## config.mk

```make
export PLATFORM = sky130hd
export DESIGN_NAME = trim_cal_top
export DESIGN_NICKNAME = d
export VERILOG_FILES = /design/src/rtl/trim_pkg.sv /design/src/rtl/trim_edge_sync.sv /design/src/rtl/trim_nv_model.sv /design/src/rtl/trim_bus_engine.sv /design/src/rtl/trim_cal_top.sv
export SDC_FILE = /design/constraint.sdc
export NUM_CORES = 1
export LEC_CHECK = 0
export ABC_AREA = 1
export BUFFER_PORTS_ARGS = -buffer_cell sky130_fd_sc_hd__buf_2
export CORE_MARGIN = 10
export CORE_UTILIZATION = 36
export DETAILED_ROUTE_END_ITERATION = 16
export GPL_TIMING_DRIVEN = 0
export SYNTH_ARGS = -nofsm -noshare
export SYNTH_HDL_FRONTEND = slang
export SYNTH_SLANG_ARGS = --single-unit
```

## constraint.sdc

```tcl
create_clock -name clk -period 1.5 [get_ports clk]
set_input_delay 0.075 -clock clk [delete_from_list [all_inputs] [get_ports clk]]
set_output_delay 0.075 -clock clk [all_outputs]
set_load 0.03 [all_outputs]
```

## src/rtl/trim_pkg.sv

```systemverilog
package trim_pkg;
  localparam int TRIM_W = 7;
  localparam int BYTE_W = TRIM_W + 1;

  typedef enum logic [2:0] {
    ST_IDLE, ST_ADDR, ST_AACK, ST_WDAT, ST_WACK, ST_RDAT, ST_RACK, ST_HOLD
  } bus_st_t;

  function automatic logic addr_hit(input logic [BYTE_W-1:0] b,
                                    input logic [TRIM_W-1:0] own);
    return b[BYTE_W-1:1] == own;
  endfunction

  function automatic logic [BYTE_W-1:0] pack_status(input logic [TRIM_W-1:0] code,
                                                    input logic busy);
    return {code, ~busy};
  endfunction
endpackage

```

## src/rtl/trim_edge_sync.sv

```systemverilog
module trim_edge_sync #(
  parameter int STAGES = 2
) (
  input  logic clk,
  input  logic rst_n,
  input  logic scl_i,
  input  logic sda_i,
  output logic scl_s,
  output logic sda_s,
  output logic scl_rise,
  output logic scl_fall,
  output logic start_det,
  output logic stop_det
);
  logic [STAGES-1:0] scl_chain, sda_chain;
  logic scl_q, sda_q;

  always_ff @(posedge clk or negedge rst_n) begin
    if (!rst_n) begin
      scl_chain <= '1;
      sda_chain <= '1;
      scl_q     <= 1'b1;
      sda_q     <= 1'b1;
    end else begin
      scl_chain <= {scl_chain[STAGES-2:0], scl_i};
      sda_chain <= {sda_chain[STAGES-2:0], sda_i};
      scl_q     <= scl_chain[STAGES-1];
      sda_q     <= sda_chain[STAGES-1];
    end
  end

  assign scl_s     = scl_chain[STAGES-1];
  assign sda_s     = sda_chain[STAGES-1];
  assign scl_rise  = scl_s & ~scl_q;
  assign scl_fall  = ~scl_s & scl_q;
  assign start_det = scl_s & scl_q & ~sda_s & sda_q;
  assign stop_det  = scl_s & scl_q & sda_s & ~sda_q;
endmodule

```

## src/rtl/trim_nv_model.sv

```systemverilog
module trim_nv_model #(
  parameter int          W              = 7,
  parameter int          NV_PROG_CYCLES = 50_000_000,
  parameter logic [W-1:0] NV_INIT       = '0
) (
  input  logic         clk,
  input  logic         por_n,
  input  logic         req,
  input  logic [W-1:0] din,
  output logic         busy,
  output logic [W-1:0] q
);
  localparam int CW = $clog2(NV_PROG_CYCLES + 1);

  logic [CW-1:0] cnt;
  logic [W-1:0]  pend;

  always_ff @(posedge clk or negedge por_n) begin
    if (!por_n) begin
      cnt  <= '0;
      busy <= 1'b0;
      pend <= NV_INIT;
      q    <= NV_INIT;
    end else if (req && !busy) begin
      pend <= din;
      cnt  <= CW'(NV_PROG_CYCLES);
      busy <= 1'b1;
    end else if (busy) begin
      if (cnt == CW'(1)) begin
        busy <= 1'b0;
        q    <= pend;
        cnt  <= '0;
      end else begin
        cnt <= cnt - CW'(1);
      end
    end
  end

  a_r5_commit_at_end: assert property (@(posedge clk) disable iff (!por_n)
    !$stable(q) |-> $fell(busy));
  a_r8_busy_keeps_pending: assert property (@(posedge clk) disable iff (!por_n)
    (busy && req) |=> $stable(pend));
endmodule

```

## src/rtl/trim_bus_engine.sv

```systemverilog
module trim_bus_engine
  import trim_pkg::*;
#(
  parameter logic [TRIM_W-1:0] SLAVE_ADDR = 7'b1001111
) (
  input  logic              clk,
  input  logic              rst_n,
  input  logic              scl_s,
  input  logic              sda_s,
  input  logic              scl_rise,
  input  logic              scl_fall,
  input  logic              start_det,
  input  logic              stop_det,
  input  logic [TRIM_W-1:0] cur_code,
  input  logic              nv_busy,
  input  logic              wr_enable,
  output logic              sda_oe,
  output logic              wr_stb,
  output logic [TRIM_W-1:0] wr_code,
  output logic              wr_p,
  output logic              nv_req
);
  localparam int CNT_W = $clog2(BYTE_W);
  localparam logic [CNT_W-1:0] LAST = CNT_W'(BYTE_W - 1);

  bus_st_t           st;
  logic [CNT_W-1:0]  cnt;
  logic [TRIM_W-1:0] sh;
  logic [BYTE_W-1:0] tx;
  logic              rw, ack_on;
  logic [BYTE_W-1:0] rx_byte;

  assign rx_byte = {sh, sda_s};

  always_ff @(posedge clk or negedge rst_n) begin
    if (!rst_n) begin
      st <= ST_IDLE; cnt <= '0; sh <= '0; tx <= '0; rw <= 1'b0; ack_on <= 1'b0;
      sda_oe <= 1'b0; wr_stb <= 1'b0; wr_code <= '0; wr_p <= 1'b0; nv_req <= 1'b0;
    end else begin
      wr_stb <= 1'b0;
      nv_req <= 1'b0;
      if (start_det) begin
        st <= ST_ADDR; cnt <= '0; sda_oe <= 1'b0; ack_on <= 1'b0;
      end else if (stop_det) begin
        st <= ST_IDLE; sda_oe <= 1'b0; ack_on <= 1'b0;
      end else begin
        unique case (st)
          ST_ADDR: if (scl_rise) begin
            sh <= rx_byte[TRIM_W-1:0];
            if (cnt == LAST) begin
              cnt <= '0;
              if (addr_hit(rx_byte, SLAVE_ADDR)) begin
                rw <= sda_s;
                st <= ST_AACK;
              end else begin
                st <= ST_IDLE;
              end
            end else cnt <= cnt + CNT_W'(1);
          end
          ST_AACK: if (scl_fall) begin
            if (!ack_on) begin
              sda_oe <= 1'b1; ack_on <= 1'b1;
            end else begin
              ack_on <= 1'b0;
              if (rw) begin
                tx     <= pack_status(cur_code, nv_busy);
                sda_oe <= ~pack_status(cur_code, nv_busy)[BYTE_W-1];
                st     <= ST_RDAT;
              end else begin
                sda_oe <= 1'b0;
                st     <= ST_WDAT;
              end
            end
          end
          ST_WDAT: if (scl_rise) begin
            sh <= rx_byte[TRIM_W-1:0];
            if (cnt == LAST) begin
              cnt     <= '0;
              wr_stb  <= 1'b1;
              wr_code <= rx_byte[BYTE_W-1:1];
              wr_p    <= rx_byte[0];
              nv_req  <= ~rx_byte[0] & wr_enable;
              st      <= ST_WACK;
            end else cnt <= cnt + CNT_W'(1);
          end
          ST_WACK: if (scl_fall) begin
            if (!ack_on) begin
              sda_oe <= 1'b1; ack_on <= 1'b1;
            end else begin
              sda_oe <= 1'b0; ack_on <= 1'b0; st <= ST_HOLD;
            end
          end
          ST_RDAT: begin
            if (scl_rise) begin
              if (cnt == LAST) begin
                cnt <= '0; st <= ST_RACK;
              end else cnt <= cnt + CNT_W'(1);
            end else if (scl_fall) begin
              tx     <= {tx[BYTE_W-2:0], 1'b0};
              sda_oe <= ~tx[BYTE_W-2];
            end
          end
          ST_RACK: if (scl_fall) begin
            sda_oe <= 1'b0; st <= ST_HOLD;
          end
          default: ;
        endcase
      end
    end
  end

  a_r3_drive_while_scl_low: assert property (@(posedge clk) disable iff (!rst_n)
    $rose(sda_oe) |-> !scl_s);
  a_r2_stop_releases: assert property (@(posedge clk) disable iff (!rst_n)
    stop_det |=> !sda_oe);
  a_r11_one_strobe: assert property (@(posedge clk) disable iff (!rst_n)
    wr_stb |=> !wr_stb);
endmodule

```

## src/rtl/trim_cal_top.sv

```systemverilog
module trim_cal_top
  import trim_pkg::*;
#(
  parameter logic [TRIM_W-1:0] SLAVE_ADDR     = 7'b1001111,
  parameter int                NV_PROG_CYCLES = 50_000_000,
  parameter logic [TRIM_W-1:0] NV_INIT        = 7'h40,
  parameter int                SYNC_STAGES    = 2
) (
  input  logic              clk,
  input  logic              por_n,
  input  logic              rst_n,
  input  logic              scl_i,
  input  logic              sda_i,
  output logic              sda_oe,
  input  logic              nv_wr_en,
  output logic [TRIM_W-1:0] dac_code,
  output logic              code_valid
);
  logic scl_s, sda_s, scl_rise, scl_fall, start_det, stop_det;
  logic wr_stb, wr_p, nv_req, nv_busy;
  logic [TRIM_W-1:0] wr_code, nv_q, dac_q;
  logic valid_q;

  trim_edge_sync #(.STAGES(SYNC_STAGES)) u_sync (
    .clk, .rst_n, .scl_i, .sda_i, .scl_s, .sda_s,
    .scl_rise, .scl_fall, .start_det, .stop_det
  );

  trim_bus_engine #(.SLAVE_ADDR(SLAVE_ADDR)) u_eng (
    .clk, .rst_n, .scl_s, .sda_s, .scl_rise, .scl_fall, .start_det, .stop_det,
    .cur_code(dac_q), .nv_busy, .wr_enable(nv_wr_en), .sda_oe,
    .wr_stb, .wr_code, .wr_p, .nv_req
  );

  trim_nv_model #(.W(TRIM_W), .NV_PROG_CYCLES(NV_PROG_CYCLES), .NV_INIT(NV_INIT)) u_nv (
    .clk, .por_n, .req(nv_req), .din(wr_code), .busy(nv_busy), .q(nv_q)
  );

  always_ff @(posedge clk or negedge rst_n) begin
    if (!rst_n) begin
      dac_q   <= '0;
      valid_q <= 1'b0;
    end else if (!valid_q) begin
      dac_q   <= nv_q;
      valid_q <= 1'b1;
    end else if (wr_stb) begin
      dac_q <= wr_code;
    end
  end

  assign dac_code   = dac_q;
  assign code_valid = valid_q;

  a_r9_reload_from_nv: assert property (@(posedge clk) disable iff (!rst_n || !por_n)
    !code_valid |=> (dac_code == $past(nv_q)));
  a_r7_wp_gates_program: assert property (@(posedge clk) disable iff (!rst_n || !por_n)
    $rose(nv_busy) |-> $past(nv_wr_en));
  a_r4_volatile_no_program: assert property (@(posedge clk) disable iff (!rst_n || !por_n)
    (wr_stb && wr_p) |=> !$rose(nv_busy));
endmodule

```

==> results.toml <==
[power]
powerDensity_mw_per_mm2 = 1350
peakVddDrop_v = 0.000534
power_mw = 7.80
p_leak_nw = 2.93

[sta]
max_slew_margin = 0.340
worst_pin_slew_ns = 0.989
rsz0062_at_grt = "yes"
finalHoldViolCount = 0
setup_violations = 2
fin_skew_ns = 0.00838
finalCritPeriodShare = 1.00
slew_violations = 0
finalWorstSetupSlack_ns = -0.00710
max_freq_mhz = 664
fin_crit_ns = 1.51

[final_layout]
fin_nets = 630
layout_common_cells = "nand2_1 (135), dfrtp_1 (71), inv_1 (51)"
antennaDiodeCount = 0
drive_above_1_share = 0.334
multi_input_area_mm2 = 0.00228
num-fill-cells = 1132
register_area_mm2 = 0.00220
syn_to_final_growth_pct = 30.3
final_util = 0.480
mostFrequentLayoutCell = "nand2_1"

[route]
drt-wirelength-per-cell_um = 13.4
drc = 0
drtIter0Drc = 312
wl_mm = 10.3
via_per_inst = 4.93
num_vias = 3804
postRouteAntennaNets = 0
first_pass_iters = 5

[clock_network]
htreeDepth = 3
cts_buffers = 9
clockRootBuffer = "clkbuf_16"
cts.sinks = 87
cts_tree = "done"
clock_path_buffers = 2
clkTransAtPathRegs_ns = 0.06
clk_latency_ns = 0.33

[global_route]
use_met2 = 0.200
grtUsageMet3 = 0.0254
grtUsageTotal = 0.122
grt_overflow = 0
grt_pass1_wl_mm = 17.0
grt_max_degree = 47
grt_busiest_layer = "met2"
grt_pass1_vias = 3659
antenna_found_initial = 0
met1_usage = 0.157

[floorplanning]
die_w_um = 131
fp.dieH_um = 131
row_count = 40
initial_core_util = 0.369
io_pins = 15
core_area_mm2 = 0.0120
die-area_mm2 = 0.0171

[worst_setup_path]
crit_type = "flip-flop to flip-flop"
arrival_ns = 1.72
end_kind = "flip-flop"
crit_fanout = 5
critPathLaunchType = "flip-flop"
crit_required_ns = 1.71

[placement]
hpwl_mm = 6.94
place_ws_ns = -0.196
place_congestion = 0.859
numPortBuffers = 14

[synthesis]
yosysSeqAreaShare = 0.494
synth_seq_cells = 87
yosysUniqueCellTypes = 35
synth_fp_nets = 560
syn_inst = 550
netlist_area_mm2 = 0.00443
syn_avg_cell_area_um2 = 8.05
synth_warnings = 0

[min_path]
hold_path.class = "flip-flop to flip-flop"

[run]
maxCapViolCount = 0

[status]
status = "finished with violations"
violations = "setup timing"
## critical path: stages, from the launching register on
cell and delay (ns):
dfrtp_1 0.40, inv_2 0.13, ha_4 0.16, nand2_2 0.07
nor2_4 0.12, nand2_4 0.07, o21ai_4 0.20, buf_6 0.17
o22ai_2 0.06
## routing by layer
layer  wire length [µm]  part of all wire
met5                  0                 0
met4                 94            0.0091
met3                424             0.041
met2               5090              0.49
met1               4710              0.46
## synth_stat cells
cell type	instances	area, µm²
a32o_1	1	10.0
o21ai_2	5	43.8
dfrtp_1	79	1980
nand2_2	9	56.3
nor2_1	59	221
nor2_4	3	33.8
nand2_1	146	548
buf_4	1	7.51
nand3_1	33	165
nor2_2	17	106
o21bai_1	3	22.5
nor3_1	3	15.0
ha_1	4	50.1
o21ai_1	10	50.1
inv_2	3	11.3
xor2_1	8	70.1
nand3_2	6	60.1
a21o_1	1	7.51
a21oi_1	11	55.1
dfstp_2	8	210
buf_6	3	33.8
nand4_1	10	62.6
conb_1	1	3.75
inv_1	57	214
clkbuf_1	5	18.8
o21a_1	2	15.0
buf_2	4	20.0
xnor2_1	3	26.3
o21ai_4	1	16.3
o31ai_2	1	12.5
o21ai_0	45	225
a21oi_2	1	8.76
o211ai_1	3	22.5
o31ai_1	1	7.51
o22ai_1	3	18.8
## kinds of logic (layout without fill, tap and decap cells)
family                     after synthesis  after routing  share of synthesized area
xor gates and xnor gates                11             11                     0.0218
other                                    1              1                   0.000847
DFF                                     87             87                      0.494
adders and majority gates                4              4                     0.0113
and+or+nand+nor                        286            286                      0.287
AOI/OAI and AO/OA                       88             88                      0.116
buffers and inverters                   73            148                     0.0690
## registers in the layout, indices dropped and copies added, names as in the netlist, 2 cells and up
signal / cells
u_sync.scl_chain: 2
u_eng.sh: 7
u_sync.sda_chain: 2
u_nv.cnt: 26
u_eng.st: 3
u_nv.pend: 7
u_eng.cnt: 3
u_eng.wr_code: 7
dac_code: 7
u_nv.q: 7
u_eng.tx: 7
## path summary, 6_finish.rpt
path	startpoint	end	slack (ns)	cells after the start
worst min register to register	u_sync.scl_chain[0]$_DFF_PN1_	u_sync.scl_chain[1]$_DFF_PN1_	0.36	0
worst max-delay path	u_nv.cnt[1]$_DFFE_PN0P_	u_nv.cnt[8]$_DFFE_PN0P_	-0.007	8
max in group asynchronous	rst_n	u_eng.st[0]$_DFFE_PN0P_	0.39	2
worst min-delay path	u_sync.scl_chain[0]$_DFF_PN1_	u_sync.scl_chain[1]$_DFF_PN1_	0.36	0
worst max register to register	u_nv.cnt[1]$_DFFE_PN0P_	u_nv.cnt[8]$_DFFE_PN0P_	-0.007	8
min in group asynchronous	por_n	u_nv.cnt[19]$_DFFE_PN0P_	0.41	2
## report_power, final
group	internal, mW	leakage (nW)	total, mW	switching (mW)
clock	1.51	0.159	2.44	0.928
sequential	2.64	1.15	2.84	0.194
combinational	0.959	1.62	2.52	1.56
## what timing repair did
action                                  CTS  global route
hold buffers                              5             0
setup buffers                            17            21
pin swaps                                10            36
resized for setup                        21           105
endpoints found under the setup margin   39            61
cloned                                    0             2
endpoints found under the hold margin    82             0
## metrics by stage
stage / area (µm²) / instances / hold slack [ns] / TNS (ns)
after floorplan: 4430 / 550 / -0.221 / 0
after global placement: 4680 / 711 / 0.184 / -2.88
after detailed placement: 4680 / 711 / 0.181 / -3.45
after CTS: 5280 / 749 / 0.356 / -0.0210
after global routing: 5770 / 772 / 0.361 / -1.02
final: 5770 / 772 / 0.355 / -0.00953
## cell type report
type | count | share of cell area
clock buffer | 10 | 0.0414
buffer | 13 | 0.0178
inverter | 60 | 0.0395
sequential | 87 | 0.381
clock inverter | 6 | 0.0163
timing repair buffer | 59 | 0.0763
multi-input combinational | 390 | 0.396
tap | 147 | 0.0319
Power figures use the tool's default switching activity.
